### src/rtl/sgc_pkg.sv
// Shared types for the stop-mode clock gating controller.
package sgc_pkg;
    typedef enum logic [1:0] {
        ST_RUN   = 2'd0,   // core running normally
        ST_STOP  = 2'd1,   // core suspended, waiting for a wake pin
        ST_DELAY = 2'd2,   // wake-up delay after an interrupt wake
        ST_SVC   = 2'd3    // core serving the top pending interrupt
    } sgc_state_t;
endpackage

### src/rtl/sgc_sync.sv
// Multi-stage synchronizer for asynchronous active-low pins.
// Output is active high (1 = pin asserted low). Assumes STAGES >= 2.
module sgc_sync #(
    parameter int W      = 2,
    parameter int STAGES = 2
) (
    input  logic         clk,
    input  logic         rst_n,
    input  logic [W-1:0] pin_n,
    output logic [W-1:0] asserted
);
    logic [W-1:0] stage_q [STAGES];

    // first stage captures the inverted pin
    always_ff @(posedge clk) begin
        if (!rst_n) stage_q[0] <= '0;
        else        stage_q[0] <= ~pin_n;
    end

    genvar g;
    generate
        for (g = 1; g < STAGES; g++) begin : g_stage
            // each further stage re-registers the previous one
            always_ff @(posedge clk) begin
                if (!rst_n) stage_q[g] <= '0;
                else        stage_q[g] <= stage_q[g-1];
            end
        end
    endgenerate

    assign asserted = stage_q[STAGES-1];

    // the last stage may only rise after the first stage had seen the pin
    assert_sync_order_R2: assert property (@(posedge clk) disable iff (!rst_n)
        $rose(asserted[0]) |-> $past(stage_q[0][0]));
endmodule

### src/rtl/sgc_delay.sv
// Wake-up delay counter. While run is high it counts cycles; done is high
// in the last of DLY cycles. It clears whenever run is low. Assumes DLY >= 2.
module sgc_delay #(
    parameter int DLY = 64
) (
    input  logic clk,
    input  logic rst_n,
    input  logic run,
    output logic done
);
    localparam int CW = (DLY > 2) ? $clog2(DLY) : 1;
    localparam logic [CW-1:0] LAST = CW'(DLY - 1);

    logic [CW-1:0] cnt_q;

    // count while running, clear otherwise
    always_ff @(posedge clk) begin
        if (!rst_n || !run) cnt_q <= '0;
        else if (cnt_q != LAST) cnt_q <= cnt_q + 1'b1;
    end

    assign done = run && (cnt_q == LAST);

    // counter never passes the final delay value
    assert_cnt_range_R5: assert property (@(posedge clk) disable iff (!rst_n)
        cnt_q <= LAST);
    // done only follows a cycle in which the counter was running
    assert_done_after_run_R5: assert property (@(posedge clk) disable iff (!rst_n)
        (run && cnt_q != '0) |-> $past(run));
endmodule

### src/rtl/sgc_fsm.sv
// Stop-mode sequencer. It moves between run, stop, wake delay and service,
// and drives registered clock-enable, bus and request outputs.
// Assumes the wake inputs are already synchronized and active high.
module sgc_fsm
    import sgc_pkg::*;
(
    input  logic clk,
    input  logic rst_n,
    input  logic stop_dec,
    input  logic rst_wake,
    input  logic irq_wake,
    input  logic dly_done,
    input  logic pend_any,
    input  logic pend_top_is_wake,
    input  logic svc_done,
    input  logic bus_grant,
    output logic dly_run,
    output logic core_clk_en,
    output logic bus_park,
    output logic bus_float,
    output logic rst_req,
    output logic svc_req,
    output logic svc_is_wake,
    output logic resume
);
    sgc_state_t state_q, state_d;
    logic gate_q, gate_d;
    logic float_q, float_d;
    logic clk_en_q, park_q;
    logic rst_q, svc_q, res_q, wake_sel_q;
    logic rst_hit, svc_hit, res_hit;

    // next-state and event decode
    always_comb begin
        state_d = state_q;
        gate_d  = gate_q;
        float_d = float_q;
        rst_hit = 1'b0;
        svc_hit = 1'b0;
        res_hit = 1'b0;
        unique case (state_q)
            ST_RUN: begin
                if (stop_dec) begin
                    float_d = bus_grant;
                    if (irq_wake) begin
                        state_d = ST_DELAY;
                        gate_d  = 1'b0;
                    end else begin
                        state_d = ST_STOP;
                        gate_d  = 1'b1;
                    end
                end
            end
            ST_STOP: begin
                if (rst_wake) begin
                    state_d = ST_RUN;
                    rst_hit = 1'b1;
                end else if (irq_wake) begin
                    state_d = ST_DELAY;
                end
            end
            ST_DELAY: begin
                if (rst_wake) begin
                    state_d = ST_RUN;
                    rst_hit = 1'b1;
                end else if (dly_done) begin
                    if (pend_any) begin
                        state_d = ST_SVC;
                        svc_hit = 1'b1;
                    end else begin
                        state_d = ST_RUN;
                        res_hit = 1'b1;
                    end
                end
            end
            ST_SVC: begin
                if (svc_done) begin
                    state_d = ST_RUN;
                    res_hit = 1'b1;
                end
            end
            default: state_d = ST_RUN;
        endcase
        if (state_d == ST_RUN || state_d == ST_SVC) begin
            gate_d  = 1'b0;
            float_d = 1'b0;
        end
    end

    // state and registered outputs
    always_ff @(posedge clk) begin
        if (!rst_n) begin
            state_q    <= ST_RUN;
            gate_q     <= 1'b0;
            float_q    <= 1'b0;
            clk_en_q   <= 1'b1;
            park_q     <= 1'b0;
            rst_q      <= 1'b0;
            svc_q      <= 1'b0;
            res_q      <= 1'b0;
            wake_sel_q <= 1'b0;
        end else begin
            state_q  <= state_d;
            gate_q   <= gate_d;
            float_q  <= float_d;
            clk_en_q <= !gate_d;
            park_q   <= (state_d == ST_STOP) || (state_d == ST_DELAY);
            rst_q    <= rst_hit;
            svc_q    <= svc_hit;
            res_q    <= res_hit;
            if (svc_hit)                wake_sel_q <= pend_top_is_wake;
            else if (state_d != ST_SVC) wake_sel_q <= 1'b0;
        end
    end

    assign dly_run     = (state_q == ST_DELAY);
    assign core_clk_en = clk_en_q;
    assign bus_park    = park_q;
    assign bus_float   = float_q;
    assign rst_req     = rst_q;
    assign svc_req     = svc_q;
    assign svc_is_wake = wake_sel_q;
    assign resume      = res_q;

    // gated clock implies a parked bus
    assert_clk_park_R1: assert property (@(posedge clk) disable iff (!rst_n)
        !clk_en_q |-> park_q);
    // a reset wake never comes with service or resume
    assert_reset_wins_R4: assert property (@(posedge clk) disable iff (!rst_n)
        rst_q |-> (!res_q && !svc_q));
    // resume only with the clock running
    assert_resume_clk_R7: assert property (@(posedge clk) disable iff (!rst_n)
        res_q |-> clk_en_q);
    // full float only while parked
    assert_float_park_R11: assert property (@(posedge clk) disable iff (!rst_n)
        float_q |-> park_q);
    // single-cycle pulses
    assert_resume_pulse_R12: assert property (@(posedge clk) disable iff (!rst_n)
        res_q |=> !res_q);
    assert_svc_pulse_R12: assert property (@(posedge clk) disable iff (!rst_n)
        svc_q |=> !svc_q);
    assert_rst_pulse_R12: assert property (@(posedge clk) disable iff (!rst_n)
        rst_q |=> !rst_q);
endmodule

### src/rtl/stop_gate_ctrl.sv
// Top of the stop-mode clock gating controller. It synchronizes the two
// wake pins, times the wake delay and sequences stop entry and exit.
// Assumes clk is free-running and stays active while the core clock is gated.
module stop_gate_ctrl #(
    parameter int WAKE_DLY    = 64,
    parameter int SYNC_STAGES = 2
) (
    input  logic clk,
    input  logic rst_n,
    input  logic stop_dec,
    input  logic core_rst_n,
    input  logic irq_n,
    input  logic pend_any,
    input  logic pend_top_is_wake,
    input  logic svc_done,
    input  logic bus_grant,
    output logic core_clk_en,
    output logic bus_park,
    output logic bus_float,
    output logic rst_req,
    output logic svc_req,
    output logic svc_is_wake,
    output logic resume
);
    localparam int NPIN = 2;

    logic [NPIN-1:0] pin_asserted;
    logic            dly_run;
    logic            dly_done;

    sgc_sync #(.W(NPIN), .STAGES(SYNC_STAGES)) u_sync (
        .clk      (clk),
        .rst_n    (rst_n),
        .pin_n    ({irq_n, core_rst_n}),
        .asserted (pin_asserted)
    );

    sgc_delay #(.DLY(WAKE_DLY)) u_delay (
        .clk   (clk),
        .rst_n (rst_n),
        .run   (dly_run),
        .done  (dly_done)
    );

    sgc_fsm u_fsm (
        .clk              (clk),
        .rst_n            (rst_n),
        .stop_dec         (stop_dec),
        .rst_wake         (pin_asserted[0]),
        .irq_wake         (pin_asserted[1]),
        .dly_done         (dly_done),
        .pend_any         (pend_any),
        .pend_top_is_wake (pend_top_is_wake),
        .svc_done         (svc_done),
        .bus_grant        (bus_grant),
        .dly_run          (dly_run),
        .core_clk_en      (core_clk_en),
        .bus_park         (bus_park),
        .bus_float        (bus_float),
        .rst_req          (rst_req),
        .svc_req          (svc_req),
        .svc_is_wake      (svc_is_wake),
        .resume           (resume)
    );
endmodule

### config.mk
export PLATFORM = sky130hd
export DESIGN_NAME = stop_gate_ctrl
export DESIGN_NICKNAME = d
export VERILOG_FILES = /design/src/rtl/sgc_pkg.sv /design/src/rtl/sgc_sync.sv /design/src/rtl/sgc_delay.sv /design/src/rtl/sgc_fsm.sv /design/src/rtl/stop_gate_ctrl.sv
export SDC_FILE = /design/constraint.sdc
export NUM_CORES = 1
export LEC_CHECK = 0
export ABC_AREA = 0
export BUFFER_PORTS_ARGS = -buffer_cell sky130_fd_sc_hd__buf_4
export CAP_MARGIN = 20
export CORE_MARGIN = 2
export CORE_UTILIZATION = 45
export DETAILED_ROUTE_END_ITERATION = 8
export PLACE_DENSITY = 0.66
export SETUP_SLACK_MARGIN = 0.3
export SLEW_MARGIN = 30
export SYNTH_ARGS = -nofsm -noshare
export SYNTH_HDL_FRONTEND = slang
export SYNTH_SLANG_ARGS = --single-unit
export TNS_END_PERCENT = 10
### constraint.sdc
create_clock -name clk -period 3.1 [get_ports clk]
set_input_delay 0.155 -clock clk [delete_from_list [all_inputs] [get_ports clk]]
set_output_delay 0.155 -clock clk [all_outputs]
set_load 0.05 [all_outputs]
Word level (Yosys, flattened, before mapping)
Memory sizes are Yosys's and may differ from the RTL's.
Index checks and enable logic that the tools add are counted.
{"block": "word_totals", "reg_bits": 16, "ram_bits": 4, "inputBits": 9, "output_inout_bits": 7, "memories": 1}
{"block": "op_classes", "add_sub_neg": 1, "n_eq_ne": 9, "mux": 29, "bitwise": 4, "n_reduce_logical": 14}
{"memory": "u_sync.stage_q", "words": 2, "word_bits": 2, "rd": 2, "rd_ports_with_merged_regs": 0, "wr": 2, "line": "sgc_sync.sv:12", "source": "logic [W-1:0] stage_q [STAGES];"}
{"cell": "2-bit two-way mux", "n": 10}
{"cell": "1-bit two-way mux", "n": 17}
{"cell": "2-bit equality test, second input constant", "n": 4}
{"cell": "2-bit one-hot mux with 4 select lines", "n": 1}
{"cell": "6-bit by 1-bit adder with 6-bit output, second input constant", "n": 1}
{"cell": "6-bit equality test, second input constant", "n": 1}
{"cell": "6-bit inequality test, second input constant", "n": 1}
{"cell": "2-bit by 1-bit equality test with 1-bit output, second input constant", "n": 2}
{"cell": "2-bit zero test", "n": 2}
{"cell": "2-bit AND reduction", "n": 2}
{"cell": "2-bit OR reduction", "n": 2}
{"cell": "1-bit zero test", "n": 3}
{"cell": "1-bit logical OR", "n": 3}
{"cell": "2-bit inequality test, second input constant", "n": 1}
{"cell": "2-bit inverter", "n": 1}
{"cell": "1-bit bitwise OR", "n": 2}
{"cell": "1-bit one-hot mux with 2 select lines", "n": 1}
{"cell": "2-bit nonzero test", "n": 1}
{"cell": "1-bit logical AND", "n": 1}
{"cell": "1-bit inverter", "n": 1}

Logic depth before layout (Yosys ltp)
{"block": "logic_depth", "ltp_word": 9, "mapped_depth": 10}

By module
A second synthesis with hierarchy kept.
{"block": "hier_totals", "hier_cells": 95, "hier_area_um2": 954.7}
{"mod": "sgc_fsm", "n_inst": 1, "cells_per_inst": 54, "area_each_um2": 550.5, "seq_area_each_um2": 200.2}
{"mod": "sgc_delay", "n_inst": 1, "cells_per_inst": 33, "area_each_um2": 296.5, "seq_area_each_um2": 120.1}
{"mod": "sgc_sync", "n_inst": 1, "cells_per_inst": 8, "area_each_um2": 107.6, "seq_area_each_um2": 80.1}

Least setup slack after synthesis
OpenSTA, ideal clock, no wires.
{"block": "synth_timing", "path_kind": "register to register", "startpoint": "reg u_fsm.state_q[0]", "endpoint": "reg u_fsm.gate_q", "arrival_ns": 1.827, "slack_ns": 1.158, "path_stages_with_launch": 11, "n_path_buf": 0, "synth_period_minus_slack_ns": 1.942, "path_cell_list": "dfxtp_1 -> inv_1 -> ha_1 -> nand4_1 -> or2_4 -> a31o_1 -> a21oi_1 -> ha_1 -> nand2_1 -> inv_1 -> and2_1"}
{"block": "synth_between", "elab_chain_len": 8, "word_cells_on_any_way": 17}
{"element": "from (decl)", "line": "sgc_fsm.sv:26", "source": "sgc_state_t state_q, state_d;"}
{"element": "from (signal assigned)", "line": "sgc_fsm.sv:103", "source": "state_q <= state_d;"}
{"element": "2-bit equality test", "line": "sgc_fsm.sv:41, sgc_fsm.sv:116"}
{"element": "1-bit logical AND", "line": "sgc_delay.sv:22", "source": "assign done = run && (cnt_q == LAST);"}
{"element": "2-bit two-way mux", "line": "sgc_fsm.sv:66", "source": "end else if (dly_done) begin"}
{"element": "2-bit two-way mux", "line": "sgc_fsm.sv:63", "source": "if (rst_wake) begin"}
{"element": "2-bit one-hot mux with 4 select lines *", "line": "sgc_fsm.sv:41", "source": "unique case (state_q)"}
{"element": "via u_fsm.state_d[1]", "line": "sgc_fsm.sv:26"}
{"element": "2-bit equality test / 2-bit zero test (equally long branches)", "line": "sgc_fsm.sv:84", "source": "if (state_d == ST_RUN || state_d == ST_SVC) begin"}
{"element": "1-bit logical OR *", "line": "sgc_fsm.sv:84"}
{"element": "1-bit two-way mux *", "line": "sgc_fsm.sv:84"}
{"element": "to (signal assigned)", "line": "sgc_fsm.sv:104", "source": "gate_q <= gate_d;"}
{"element": "to (decl)", "line": "sgc_fsm.sv:27", "source": "logic gate_q, gate_d;"}
The timed path passes the listed nets; every way through them passes the cells marked *.
A chain may end at the register's enable or synchronous reset.

Worst setup path in the final report
Ends and elaborated chain as after synthesis.

==> flow_summary.toml <==
[setup_path]
cp.arrival_ns = 2.39
cp_slowest_cell = "dfxtp_1"
critPathCapture = "u_fsm.gate_q"
cp-end-kind = "flop"
crit_path_max_fanout = 6
r2r-end = "u_fsm.gate_q"
critPathMaxStageDelay_ns = 0.38
required_ns = 3.31
crit_family = "simple AND/OR/NAND/NOR gates"
startpoint_type = "flop"
path_buf_inv = 2
reg2reg_slack_ns = 0.92
path_cells = "inv_1, ha_1, nand4_1, or2_4, a31o_1, a21oi_1, ha_1, nand2_1, inv_1, and2_1"
r2r_cells = 10
r2r-start = "u_fsm.state_q[0]"
path_depth = 10
crit_type = "reg -> reg"
crit_path_start = "u_fsm.state_q[0]"

[synth]
ys_seq_elements = 20
yosysWarnings = 0
synth-async-reset-ratio_pct = 0
syn-cell-area_sq_um = 922
synth-edff-count = 0
ys_seq_area_share_pct = 43.4
syn_inst = 102
synthDistinctLibCells = 32
yosys_most_used_dff = "dfxtp_1"
synthesis.nets = 118
syn-mean-instance-area_sq_um = 9.04

[sta]
slew_headroom_pct = 81.7
fin_skew_ns = 0.00330
hold_viol = 0
fin_crit_sh_pct = 70.3
fin_crit_ns = 2.18
setup_tns_ns = 0
setup_violations = 0
worst_pin_slew_ns = 0.272
drv_slew = 0
rsz0062_at_grt = "false"
clock.fmax_mhz = 459

[clocking]
cts_tree = "done"
cts_resized = 0
ctsLongestPathBuffers = 2
cts_buffers = 3
htreeDepth = 1
clock-root-buffer = "clkbuf_4"
clock_latency_ns = 0.30
clock_sinks = 20
path_clk_slew_ns = 0.11

[route]
wirelength_um = 1820
vias_per_cell = 5.30
dr.first_iter.drc_count = 13
route.detailed.drc = 0
ant_nets = 0
drtPass1Iterations = 4
wl_per_cell_um = 12.2
vias = 789

[pwr]
power.internal_uw = 501
power_frac_comb_pct = 41.7
power_leakage_nw = 0.454
switching_share_pct = 39.1
powerDensity_nw_per_um2 = 738
p_clk_share_pct = 18.5
ir_drop_v = 0.000432
seq_power_share_pct = 39.8
switchingPower_uw = 321

[placed_design]
portBuffers = 15
placed_area_sq_um = 1060
dpl.hpwl_um = 1390
routabilityCongestion = 0.825

[global_routing]
grt_pass1_wl_um = 3170
grt_max_degree = 12
antenna_found_initial = 0
grt_pass1_vias = 747
grt-ovfl-total = 0
grt_util_all_layers_pct = 17.1

[floorplan]
initial_core_util_pct = 47.5
core_sq_um = 1940
dieHeight_um = 49.3
die_width_um = 49.3
die_area_sq_um = 2430
rows = 16
ioPinCount = 16

[final_layout]
drive_gt1_share_pct = 19.7
num-fill-cells = 189
final_area_sq_um = 1110
n_antenna_cell = 0
final_nets = 139
area_delta_synth_final_pct = 20.8

[status]
status = "finished clean"

[flow_run]
maxCapViolCount = 0

[hold_path]
hold_class = "in -> reg"
==> placed cells by master (no fill, tap or decap), drive strengths merged, types with 2 or more instances in the layout <==
master,instances
inv,5
nor2,10
nand3,6
o21ai,4
and2,3
and3,3
a31oi,2
ha,7
buf,15
a211oi,2
xnor2,2
nor3,2
nor2b,2
clkbuf,4
dfxtp,20
a21oi,8
dlygate4sd3,2
nand2,12
==> metal layers <==
metal	routed length, um	GRT usage [%]	vias up
met1	845	20.8	349
met2	817	28.6	33
li1	-	-	400
met3	98	2.15	7
met5	0	0	-
met4	53	10.0	0
==> registers in the layout, summed over array words and instances (netlist names) <==
name and count:
u_delay.cnt_q 6, u_sync.stage_q 4, u_fsm.state_q 2, u_fsm.bus_float 1
u_fsm.bus_park 1, u_fsm.core_clk_en 1, u_fsm.gate_q 1, u_fsm.resume 1
u_fsm.rst_req 1, u_fsm.svc_is_wake 1, u_fsm.svc_req 1
==> power by group through the flow <==
stage          sequential [mW]  combinational, mW  clock (mW)
2_1_floorplan            0.380              0.201           0
3_3_place_gp             0.330              0.336           0
3_5_place_dp             0.333              0.340           0
4_1_cts                  0.327              0.342       0.156
5_1_grt                  0.333              0.385       0.166
6_report                 0.327              0.343       0.152
==> worst register-to-register path: cells and delay by family (launching register included) <==
kind            cells  cell delay (ns)
fa+ha+maj           2             0.50
simple gates        4             0.65
flops               1             0.38
compound gates      2             0.36
buf+inv             2             0.19
==> per-stage QoR <==
step	setup slack [ns]	std cells	total power, mW	hold WS, ns	utilization [%]
after floorplan	1.16	102	0.580	0.222	-
after global routing	0.725	149	0.884	0.0976	57.3
after CTS	0.933	149	0.825	0.0849	57.3
after detailed placement	0.980	143	0.673	0.308	54.4
final	0.922	149	0.822	0.0926	57.3
after global placement	1.07	143	0.666	0.310	54.4
==> worst min path at each step <==
stage / startpoint / to / cells past startpoint
floorplan: irq_n / u_sync.stage_q[0][1] / 1
global placement: irq_n / u_sync.stage_q[0][1] / 2
detailed placement: irq_n / u_sync.stage_q[0][1] / 2
CTS: pend_top_is_wake / u_fsm.svc_is_wake / 3
global route: bus_grant / u_fsm.bus_float / 3
finish: pend_top_is_wake / u_fsm.svc_is_wake / 3
==> cell type report <==
class	instances	area [sq um]	share of cell area (%)
multi-input cells	76	492	44.2
flip-flops and latches	20	400	36.0
repair buffers	17	133	11.9
clock buffers	4	36.3	3.26
well taps	27	33.8	3.03
inverters	5	18.8	1.69
==> kinds of logic (layout without fill, tap and decap cells) <==
kind of cell	after synthesis	after routing	share of synthesized area, %
xor gates and xnor gates	2	2	1.90
adders and majority gates	7	7	9.50
and+or+nand+nor	43	43	24.4
AOI/OAI and AO/OA	23	23	16.3
DFF	20	20	43.4
muxes	1	1	1.22
buffers and inverters	6	26	3.26
==> cell usage after synthesis, types with 2 or more instances <==
| cell type | n | area (sq um) |
|---|---|---|
| a31oi_1 | 2 | 12.5 |
| nor3_1 | 2 | 10.0 |
| nor2b_1 | 2 | 12.5 |
| nand2_1 | 12 | 45.0 |
| a21oi_1 | 8 | 40.0 |
| ha_1 | 7 | 87.6 |
| inv_1 | 5 | 18.8 |
| and2_1 | 3 | 18.8 |
| nand3_1 | 5 | 25.0 |
| xnor2_1 | 2 | 17.5 |
| nor2_1 | 10 | 37.5 |
| dfxtp_1 | 20 | 400 |
| o21ai_0 | 4 | 20.0 |
| and3_1 | 2 | 12.5 |
==> repair_timing <==
item / in CTS / in global routing
setup buffers: 0 / 0
hold buffers: 2 / 0
endpoints found under the setup margin: 0 / 0
hold endpoints to repair: 2 / 0
(Power assumes the default switching activity.)
